### src/rtl/dlmod_pkg.sv
package dlmod_pkg;

    typedef enum logic [1:0] {
        S_IDLE = 2'd0,
        S_RISE = 2'd1,
        S_FALL = 2'd2
    } leg_state_e;

endpackage

### src/rtl/dlmod_cfg_clamp.sv
module dlmod_cfg_clamp #(
    parameter int TAPS   = 384,
    parameter int TPP_W  = 10,
    parameter int STEP_W = 9,
    parameter int PTR_W  = 9
) (
    input  logic [TPP_W-1:0]  tpp_in,
    input  logic [STEP_W-1:0] step_in,
    output logic [PTR_W:0]    tpp_eff,
    output logic [PTR_W-1:0]  step_eff
);

    always_comb begin
        if (int'(tpp_in) == 0) begin
            tpp_eff = (PTR_W+1)'(1);
        end else if (int'(tpp_in) > TAPS) begin
            tpp_eff = (PTR_W+1)'(TAPS);
        end else begin
            tpp_eff = (PTR_W+1)'(tpp_in);
        end
    end

    always_comb begin
        if (int'(step_in) >= int'(tpp_eff)) begin
            step_eff = PTR_W'(int'(tpp_eff) - 1);
        end else begin
            step_eff = PTR_W'(step_in);
        end
    end

endmodule

### src/rtl/dlmod_ramp_fsm.sv
module dlmod_ramp_fsm
    import dlmod_pkg::*;
#(
    parameter int LEG_W = 16
) (
    input  logic             clk,
    input  logic             rst,
    input  logic             enable,
    input  logic [LEG_W-1:0] leg_len,
    output leg_state_e       state,
    output logic             move_down
);

    logic [LEG_W-1:0] leg_eff;
    logic [LEG_W-1:0] cnt, cnt_n;
    logic [LEG_W:0]   cnt_inc;
    logic             leg_done;
    leg_state_e       state_n;

    assign leg_eff   = (leg_len == '0) ? LEG_W'(1) : leg_len;
    assign cnt_inc   = {1'b0, cnt} + (LEG_W+1)'(1);
    assign leg_done  = (cnt_inc >= {1'b0, leg_eff});
    assign move_down = (state == S_FALL);

    always_ff @(posedge clk) begin
        if (rst) begin
            state <= S_IDLE;
            cnt   <= '0;
        end else begin
            state <= state_n;
            cnt   <= cnt_n;
        end
    end

    always_comb begin
        state_n = state;
        cnt_n   = cnt;
        unique case (state)
            S_IDLE: begin
                state_n = leg_done ? S_FALL : S_RISE;
                cnt_n   = leg_done ? '0 : cnt_inc[LEG_W-1:0];
            end
            S_RISE: begin
                state_n = leg_done ? S_FALL : S_RISE;
                cnt_n   = leg_done ? '0 : cnt_inc[LEG_W-1:0];
            end
            S_FALL: begin
                state_n = leg_done ? S_RISE : S_FALL;
                cnt_n   = leg_done ? '0 : cnt_inc[LEG_W-1:0];
            end
            default: begin
                state_n = S_IDLE;
                cnt_n   = '0;
            end
        endcase
        if (!enable) begin
            state_n = S_IDLE;
            cnt_n   = '0;
        end
    end

    assert_reset_idle_R1: assert property (@(posedge clk)
        rst |=> (state == S_IDLE));

    assert_peak_flip_R5: assert property (@(posedge clk) disable iff (rst)
        (enable && state == S_RISE && leg_done) |=> (state == S_FALL));

    assert_trough_flip_R5: assert property (@(posedge clk) disable iff (rst)
        (enable && state == S_FALL && leg_done) |=> (state == S_RISE));

endmodule

### src/rtl/dlmod_tap_accum.sv
module dlmod_tap_accum #(
    parameter int TAPS  = 384,
    parameter int PTR_W = 9
) (
    input  logic             clk,
    input  logic             rst,
    input  logic             enable,
    input  logic             move_down,
    input  logic [PTR_W-1:0] step_eff,
    input  logic [PTR_W:0]   tpp_eff,
    output logic [PTR_W-1:0] ptr
);

    localparam int SW = PTR_W + 2;

    logic signed [SW-1:0] raw, tpp_s, wrapped;

    assign tpp_s = $signed({1'b0, tpp_eff});

    always_comb begin
        if (move_down) begin
            raw = $signed({2'b00, ptr}) - $signed({2'b00, step_eff});
        end else begin
            raw = $signed({2'b00, ptr}) + $signed({2'b00, step_eff});
        end
        if (raw >= tpp_s) begin
            wrapped = raw - tpp_s;
        end else if (raw < 0) begin
            wrapped = raw + tpp_s;
        end else begin
            wrapped = raw;
        end
    end

    always_ff @(posedge clk) begin
        if (rst || !enable) begin
            ptr <= '0;
        end else begin
            ptr <= wrapped[PTR_W-1:0];
        end
    end

    assert_idle_zero_R1: assert property (@(posedge clk) disable iff (rst)
        !enable |=> (ptr == '0));

    assert_zero_step_hold_R8: assert property (@(posedge clk) disable iff (rst)
        (enable && step_eff == '0) |=> $stable(ptr));

    assert_moves_R2: assert property (@(posedge clk) disable iff (rst)
        (enable && step_eff != '0) |=> (ptr != $past(ptr)));

    assert_below_period_R9: assert property (@(posedge clk) disable iff (rst)
        (enable && {1'b0, ptr} < tpp_eff) |=>
            (!$stable(tpp_eff) || {1'b0, ptr} < tpp_eff));

    assert_in_line_R9: assert property (@(posedge clk) disable iff (rst)
        int'(ptr) < TAPS);

endmodule

### src/rtl/dlmod_tap_decode.sv
module dlmod_tap_decode #(
    parameter int COLS  = 16,
    parameter int PTR_W = 9,
    parameter int ROW_W = 5,
    parameter int COL_W = 4
) (
    input  logic             clk,
    input  logic             rst,
    input  logic [PTR_W-1:0] ptr,
    output logic [ROW_W-1:0] row,
    output logic [COL_W-1:0] col
);

    generate
        if ((1 << COL_W) == COLS) begin : g_pow2
            assign row = ROW_W'(ptr >> COL_W);
            assign col = ptr[COL_W-1:0];
        end else begin : g_div
            assign row = ROW_W'(int'(ptr) / COLS);
            assign col = COL_W'(int'(ptr) % COLS);
        end
    endgenerate

    assert_split_R6: assert property (@(posedge clk) disable iff (rst)
        (int'(row) * COLS + int'(col)) == int'(ptr));

    assert_col_range_R6: assert property (@(posedge clk) disable iff (rst)
        int'(col) < COLS);

endmodule

### src/rtl/dlmod_tap_ctrl.sv
module dlmod_tap_ctrl
    import dlmod_pkg::*;
#(
    parameter int ROWS   = 24,
    parameter int COLS   = 16,
    parameter int TPP_W  = 10,
    parameter int STEP_W = 9,
    parameter int LEG_W  = 16
) (
    input  logic                      clk,
    input  logic                      rst,
    input  logic                      enable,
    input  logic [TPP_W-1:0]          cfg_taps_per_period,
    input  logic [STEP_W-1:0]         cfg_step,
    input  logic [LEG_W-1:0]          cfg_leg_len,
    output logic [$clog2(ROWS)-1:0]   row_sel,
    output logic [$clog2(COLS)-1:0]   col_sel,
    output logic                      dir_down
);

    localparam int TAPS  = ROWS * COLS;
    localparam int PTR_W = $clog2(TAPS);
    localparam int ROW_W = $clog2(ROWS);
    localparam int COL_W = $clog2(COLS);

    logic [PTR_W:0]   tpp_eff;
    logic [PTR_W-1:0] step_eff;
    logic [PTR_W-1:0] ptr;
    logic             move_down;
    leg_state_e       state;

    dlmod_cfg_clamp #(
        .TAPS(TAPS), .TPP_W(TPP_W), .STEP_W(STEP_W), .PTR_W(PTR_W)
    ) u_clamp (
        .tpp_in(cfg_taps_per_period),
        .step_in(cfg_step),
        .tpp_eff(tpp_eff),
        .step_eff(step_eff)
    );

    dlmod_ramp_fsm #(.LEG_W(LEG_W)) u_fsm (
        .clk(clk),
        .rst(rst),
        .enable(enable),
        .leg_len(cfg_leg_len),
        .state(state),
        .move_down(move_down)
    );

    dlmod_tap_accum #(.TAPS(TAPS), .PTR_W(PTR_W)) u_accum (
        .clk(clk),
        .rst(rst),
        .enable(enable),
        .move_down(move_down),
        .step_eff(step_eff),
        .tpp_eff(tpp_eff),
        .ptr(ptr)
    );

    dlmod_tap_decode #(
        .COLS(COLS), .PTR_W(PTR_W), .ROW_W(ROW_W), .COL_W(COL_W)
    ) u_decode (
        .clk(clk),
        .rst(rst),
        .ptr(ptr),
        .row(row_sel),
        .col(col_sel)
    );

    assign dir_down = (state == S_FALL);

    assert_clamp_R7: assert property (@(posedge clk) disable iff (rst)
        (int'(tpp_eff) >= 1) && (int'(tpp_eff) <= TAPS));

    assert_step_clamp_R8: assert property (@(posedge clk) disable iff (rst)
        int'(step_eff) < int'(tpp_eff));

endmodule

### config.mk
export PLATFORM = sky130hd
export DESIGN_NAME = dlmod_tap_ctrl
export DESIGN_NICKNAME = d
export VERILOG_FILES = /design/src/rtl/dlmod_pkg.sv /design/src/rtl/dlmod_cfg_clamp.sv /design/src/rtl/dlmod_ramp_fsm.sv /design/src/rtl/dlmod_tap_accum.sv /design/src/rtl/dlmod_tap_decode.sv /design/src/rtl/dlmod_tap_ctrl.sv
export SDC_FILE = /design/constraint.sdc
export NUM_CORES = 1
export LEC_CHECK = 0
export BUFFER_PORTS_ARGS = -buffer_cell sky130_fd_sc_hd__buf_2
export CAP_MARGIN = 0
export CORE_ASPECT_RATIO = 1.2
export CORE_MARGIN = 2
export CORE_UTILIZATION = 50
export CTS_BUF_LIST = sky130_fd_sc_hd__clkbuf_8
export DETAILED_ROUTE_END_ITERATION = 8
export PLACE_DENSITY = 0.75
export SYNTH_ARGS = -nofsm -noshare
export SYNTH_HDL_FRONTEND = slang
export SYNTH_SLANG_ARGS = --single-unit
### constraint.sdc
create_clock -name clk -period 7.5 [get_ports clk]
set_clock_uncertainty 0.2 [all_clocks]
set_input_delay 0.375 -clock clk [delete_from_list [all_inputs] [get_ports clk]]
set_output_delay 0.375 -clock clk [all_outputs]
set_load 0.01 [all_outputs]
==> results of run 1 <==
==> cell families (layout without fill, tap and decap cells) <==
logic type | after synthesis | in the layout | synth area share, %
AO/OA/AOI/OAI | 120 | 120 | 21.10
buffers and inverters | 67 | 105 | 6.746
flip-flops | 27 | 27 | 14.36
adder cells (fa/ha/maj) | 70 | 70 | 24.06
AND/OR/NAND/NOR | 145 | 145 | 20.57
XOR/XNOR | 33 | 33 | 7.677
multiplexers | 19 | 19 | 5.384
other | 1 | 1 | 0.09961
==> cells in the mapped netlist (2+ instances only) <==
| cell type | instances |
|---|---|
| a21oi_1 | 39 |
| nor3b_1 | 2 |
| nand3b_1 | 3 |
| nand2_1 | 27 |
| a22oi_1 | 2 |
| nand4_1 | 6 |
| o21bai_1 | 5 |
| mux2i_1 | 12 |
| and4_1 | 3 |
| a31oi_1 | 2 |
| fa_1 | 4 |
| o21ai_0 | 14 |
| buf_2 | 2 |
| or3_1 | 3 |
| o211ai_1 | 9 |
| nor2_1 | 27 |
| or4_1 | 3 |
| xor2_1 | 7 |
| clkbuf_1 | 13 |
| inv_2 | 5 |
| nand3_1 | 10 |
| or2_2 | 3 |
| inv_1 | 45 |
| nor4_1 | 5 |
| nor2b_1 | 19 |
| o21a_1 | 8 |
| xnor2_1 | 26 |
| o41ai_1 | 2 |
| ha_1 | 66 |
| mux2_2 | 5 |
| o21ai_1 | 3 |
| dfxtp_1 | 27 |
| or4_4 | 2 |
| nor3_1 | 12 |
| nand2b_1 | 8 |
| o31ai_1 | 3 |
| a21o_1 | 11 |
| a211oi_1 | 7 |
| and3_1 | 8 |
| a221oi_1 | 3 |
| and2_1 | 3 |
==> flip-flops by register name, summed over array words and instances (netlist names) <==
register,flops
u_fsm.cnt,16
u_fsm.state,2
u_accum.ptr,9
==> metal layers <==
| layer | track usage (%) | part of all wire [%] | vias up |
|---|---|---|---|
| li1 | - | - | 1784 |
| met1 | 26.73 | 41 | 1623 |
| met2 | 43.42 | 51 | 110 |
| met3 | 1.675 | 4.0 | 26 |
| met4 | 9.332 | 3.8 | 0 |
| met5 | 0 | 0 | - |
==> power breakdown <==
group          total (W)  internal (W)  switching (W)
registers       0.000188      0.000165      0.0000228
clock network  0.0000857     0.0000368      0.0000488
logic            0.00104      0.000441       0.000596
total            0.00131      0.000643       0.000668
==> final cells by class <==
type | instances | area, µm²
inverters | 51 | 191.4
repair buffers | 50 | 257.7
multi-input cells | 388 | 2970
clock buffers | 3 | 41.29
clock inverters | 1 | 3.754
well taps | 90 | 112.6
fillers | 711 | 3157
flip-flops and latches | 27 | 540.5
==> through the flow <==
stage | hold WS, ns | cells | util (%) | cell area, µm² | setup WS (ns)
final | 0.3096 | 610 | 56.60 | 4118 | 0.6111
after detailed placement | 0.2983 | 606 | 55.99 | 4073 | 0.3233
after floorplan | 0.2409 | 482 | - | 3765 | 0.4821
after CTS | 0.3210 | 610 | 56.60 | 4118 | 0.5876
after global placement | 0.2724 | 606 | 55.99 | 4073 | 0.4845
after global routing | 0.3702 | 610 | 56.60 | 4118 | 0.06447
==> layout by cell type, fill, tap and decap left out, drive strengths merged, types with 12 or more instances in the layout <==
cell	n
xnor2	26
buf	50
nor3	12
inv	51
nor2b	19
nor2	27
dfxtp	27
a21oi	39
mux2i	12
ha	66
o21ai	17
nand2	27
==> worst paths after layout <==
check	slack (ns)	startpoint	endpoint
min	0.31	u_fsm.cnt[0]	u_fsm.cnt[0]
min reg2reg	0.31	u_fsm.cnt[0]	u_fsm.cnt[0]
max reg2reg	3.25	u_accum.ptr[0]	u_accum.ptr[3]
max	0.61	cfg_taps_per_period[3]	u_accum.ptr[3]
==> timing repair <==
action                     in CTS  in global routing
resized for setup               0                  1
hold endpoints to repair        0                  0
setup buffers                   0                  0
setup endpoints to repair       0                  3
==> critical path, stage by stage <==
cell	delay [ns]
buf_2	0.13
or4_4	0.55
or4_4	0.44
a31oi_4	0.32
nand2_1	0.27
ha_1	0.34
a21o_1	0.16
a21oi_1	0.15
o211ai_1	0.12
a31o_2	0.30
nor2_1	0.09
a21oi_1	0.08
ha_1	0.24
fa_1	0.39
or2_2	0.30
a221oi_1	0.40
a21oi_1	0.12
o211ai_1	0.20
xnor2_1	0.15
ha_1	0.24
or4_1	0.50
o21ai_1	0.22
o21ai_1	0.10
buf_4	0.20
nand3_1	0.09
o311ai_0	0.13
a221oi_1	0.25
==> impl_metrics.py, run 1 <==
metrics = {
    "layout": {
        "nets": 629,
        "area_delta_synth_final_pct": 9.372,
        "drive_above_1_share_pct": 13.85,
        "antenna_cells": 0,
    },
    "timing": {
        "fmax_mhz": 145.2,
        "setup-tns-final_ns": 0,
        "tightest_slew_ns": 0.6050,
        "period_needed_ns": 6.889,
        "grt_setup_unrepaired": "no",
        "setup_viol": 0,
        "timing_hold_violations_final": 0,
        "slew_headroom_pct": 58.51,
        "drv_slew": 0,
        "finalCritPeriodShare_pct": 91.85,
    },
    "yosys": {
        "yosys_warnings": 0,
        "synth-edff-count": 0,
        "synth_cell_type_count": 59,
        "ys_async_sr_fraction_pct": 0,
        "ys_ff_latch": 27,
        "synthFlopType": "dfxtp_1",
        "synth_top_cell_area_share_pct": 21.93,
        "avgSynthCellArea_um2": 7.811,
        "syn-cell-area_um2": 3765,
        "yosysSeqAreaShare_pct": 14.36,
        "synth.largest_area_cell": "ha_1",
        "synth_fp_nets": 590,
        "ys_top_cells_by_area": "ha_1 22%, dfxtp_1 14%, xnor2_1 6.0%",
        "syn_inst": 482,
    },
    "global_routing": {
        "grt_max_degree": 17,
        "track_usage_pct": 23.02,
        "antenna_found_initial": 0,
        "grt-ovfl-total": 0,
        "grt_pass1_vias": 3468,
        "grt_pass1_wl_mm": 15.79,
    },
    "power": {
        "p_leak_nw": 2.038,
        "powerDensity_nw_per_um2": 318.4,
        "ir_drop_mv": 0.1223,
        "power.total_w": 0.001311,
    },
    "clock_network": {
        "hold_buffers": 0,
        "numClockSinks": 27,
        "cts_buffers": 3,
        "clk_pin_slew_ns": 0.09,
        "cts-root-buf": "clkbuf_8",
        "clk_path_buf_depth": 2,
        "cts_htree_levels": 1,
        "clock_latency_ns": 0.28,
        "cts_tree": "built",
    },
    "hold_path": {
        "whs_path_depth": 1,
        "hold_class": "register to register",
    },
    "place": {
        "post-dp-hpwl_mm": 7.738,
        "gp_congestion": 1.002,
        "numPortBuffers": 47,
    },
    "setup_path": {
        "critical_path_arrival_ns": 6.87,
        "end_kind": "register",
        "crit_fanout": 13,
        "start_kind": "primary input",
        "crit_type": "primary input to register",
        "rr_worst_depth": 16,
        "cp.required_ns": 7.49,
    },
    "route": {
        "drt_iter0_markers": 112,
        "drcViolationCount": 0,
        "detail_route.wl_per_cell_um": 15.14,
        "drtPass1Iterations": 4,
        "wirelength_mm": 9.234,
        "ant_nets": 0,
        "vias": 3543,
        "via_per_inst": 5.808,
    },
    "floorplanning": {
        "start_util_pct": 51.75,
        "core_area_um2": 7274,
        "die-area_um2": 8243,
        "rows": 34,
        "die_h_um": 99.06,
        "io-pin-count": 48,
        "fp.dieW_um": 83.22,
    },
    "job": {
        "cap_violations": 0,
    },
    "run_status": {
        "status": "complete, no violations",
    },
}
No activity file was read; power rests on OpenSTA's default activity.
==> run 2, diff against run 1 <==
- REMOVE_ABC_BUFFERS: unset -> 1
==> run 2 against run 1 <==
Cell count unchanged. Non-clock buffer count unchanged. Fmax decreased by 1.4%. Largest power group unchanged.
==> impl_metrics.py, run 2 (synthesized netlist as in run 1, its figures left out) <==
metrics = {
    "timing": {
        "slew_headroom_pct": 56.02,
        "finalCritPeriodShare_pct": 93.19,
        "fmax_mhz": 143.1,
        "period_needed_ns": 6.990,
        "timing_hold_violations_final": 0,
        "whs_ns": 0.2930,
        "setup-tns-final_ns": 0,
        "layout_setup_ws_ns": 0.5105,
        "setup_viol": 0,
        "tightest_slew_ns": 0.6414,
        "drv_slew": 0,
        "grt_setup_unrepaired": "no",
    },
    "place": {
        "numPortBuffers": 47,
        "post-dp-hpwl_mm": 7.758,
        "gp_congestion": 0.9859,
        "placed_cells": 606,
        "preCtsSetupSlack_ns": 0.3236,
    },
    "route": {
        "ant_nets": 0,
        "drcViolationCount": 0,
        "detail_route.wl_per_cell_um": 15.06,
        "drtPass1Iterations": 4,
        "vias": 3547,
        "wirelength_mm": 9.185,
        "drt_iter0_markers": 106,
        "via_per_inst": 5.815,
    },
    "floorplanning": {
        "rows": 34,
        "fp.dieW_um": 83.22,
        "start_util_pct": 51.75,
        "die_h_um": 99.06,
        "die-area_um2": 8243,
        "io-pin-count": 48,
        "core_area_um2": 7274,
    },
    "hold_path": {
        "hp-start": "u_fsm.cnt[0]",
        "hold_path_end": "u_fsm.cnt[0]",
        "hold_class": "register to register",
        "whs_path_depth": 1,
    },
    "setup_path": {
        "cp.required_ns": 7.44,
        "crit_type": "primary input to register",
        "critical_path_arrival_ns": 6.93,
        "rr_worst_depth": 17,
        "end_kind": "register",
        "start_kind": "primary input",
        "worstReg2RegEnd": "u_accum.ptr[3]",
        "rr_startpoint": "u_accum.ptr[0]",
        "crit_start": "cfg_taps_per_period[3]",
        "crit_fanout": 13,
        "r2r_slack_ns": 3.10,
    },
    "global_routing": {
        "grt_max_degree": 17,
        "track_usage_pct": 22.45,
        "grt_pass1_wl_mm": 15.49,
        "antenna_found_initial": 0,
        "grt-ovfl-total": 0,
        "grt_pass1_vias": 3519,
    },
    "clock_network": {
        "cts_htree_levels": 1,
        "numClockSinks": 27,
        "hold_buffers": 0,
        "cts_buffers": 3,
        "clock_latency_ns": 0.27,
        "cts_resized": 0,
        "clk_path_buf_depth": 2,
        "clk_pin_slew_ns": 0.09,
        "cts-root-buf": "clkbuf_8",
        "cts_setup_buffers": 0,
        "cts_tree": "built",
    },
    "layout": {
        "drive_above_1_share_pct": 13.85,
        "area_delta_synth_final_pct": 9.372,
        "nets": 629,
        "reg_top3": "u_fsm.cnt: 16 flops, u_accum.ptr: 9 flops, u_fsm.state: 2 flops",
        "regMostFlops": "u_fsm.cnt",
        "fin_cells": 610,
        "layout_common_cells": "66 x ha_1, 47 x buf_2, 46 x inv_1, 39 x a21oi_1",
        "antenna_cells": 0,
        "mostFrequentLayoutCell": "ha_1",
        "largest_reg_flops": 16,
        "fillCellCount": 712,
    },
    "run_status": {
        "status": "complete, no violations",
    },
    "power": {
        "powerDensity_nw_per_um2": 318.1,
        "p_seq_share_pct": 14.4,
        "power.clock.fraction_pct": 6.3,
        "p_leak_nw": 2.038,
        "netSwitchingPower_w": 0.0006672,
        "p_int_w": 0.0006427,
        "pwr-share-comb_pct": 79.3,
        "power.total_w": 0.001310,
        "ir_drop_mv": 0.1350,
        "power.share.switching_pct": 50.93,
    },
    "job": {
        "cap_violations": 0,
    },
}
## run 2: worst max-delay path by stage
stage                      to  slack (ns)  depth (start not counted)
2_1_floorplan  u_accum.ptr[3]        0.85                         25
3_3_place_gp   u_accum.ptr[3]        0.52                         27
3_5_place_dp   u_accum.ptr[3]        0.32                         28
4_1_cts        u_accum.ptr[3]        0.61                         28
5_1_grt        u_accum.ptr[3]        0.07                         28
6_report       u_accum.ptr[3]        0.51                         28
## run 2: through the flow
stage / util (%) / instance area [µm²]
after floorplan: - / 3702
after detailed placement: 55.99 / 4073
final: 56.60 / 4118
after global placement: 55.99 / 4073
after global routing: 56.60 / 4118
after CTS: 56.60 / 4118
## run 2: cell type report
class                      count  area [µm²]  share of cell area, %
sequential                    27       540.5                  13.13
timing repair buffer          50       257.7                  6.259
tap                           90       112.6                  2.735
inverter                      51       191.4                  4.649
clock inverter                 1       3.754                0.09116
clock buffer                   3       41.29                  1.003
multi-input combinational    388        2970                  72.14
## run 2: per-layer routing
layer	share of wire (%)	up-vias	track usage, %
li1	-	1782	-
met1	41	1622	25.26
met2	49	120	42.31
met3	5.7	23	1.926
met4	4.0	0	10.72
met5	0	-	0
## run 2: power groups by stage
| stage | registers (W) | clock network, W | logic [W] |
|---|---|---|---|
| 6_report | 0.000189 | 0.0000822 | 0.00104 |
| 3_5_place_dp | 0.000192 | 0 | 0.00102 |
| 5_1_grt | 0.000191 | 0.0000921 | 0.00115 |
| 3_3_place_gp | 0.000191 | 0 | 0.00100 |
| 4_1_cts | 0.000188 | 0.0000851 | 0.00103 |
| 2_1_floorplan | 0.000196 | 0 | 0.000779 |
## run 2: worst max-delay path, cell delays in order
cell      delay, ns
buf_2          0.13
or4_4          0.55
or4_4          0.44
a31oi_4        0.33
nand2_1        0.27
ha_1           0.35
a21o_1         0.15
a21oi_1        0.13
o211ai_1       0.11
a31o_2         0.30
nor2_1         0.10
a21oi_1        0.08
ha_1           0.23
fa_1           0.39
or2_2          0.31
a221oi_1       0.40
a21oi_1        0.13
o211ai_1       0.25
xnor2_1        0.15
ha_1           0.46
nand4_1        0.18
o31ai_1        0.29
a21oi_1        0.13
o21ai_1        0.11
buf_4          0.23
nand3_1        0.09
o311ai_0       0.14
a221oi_1       0.12
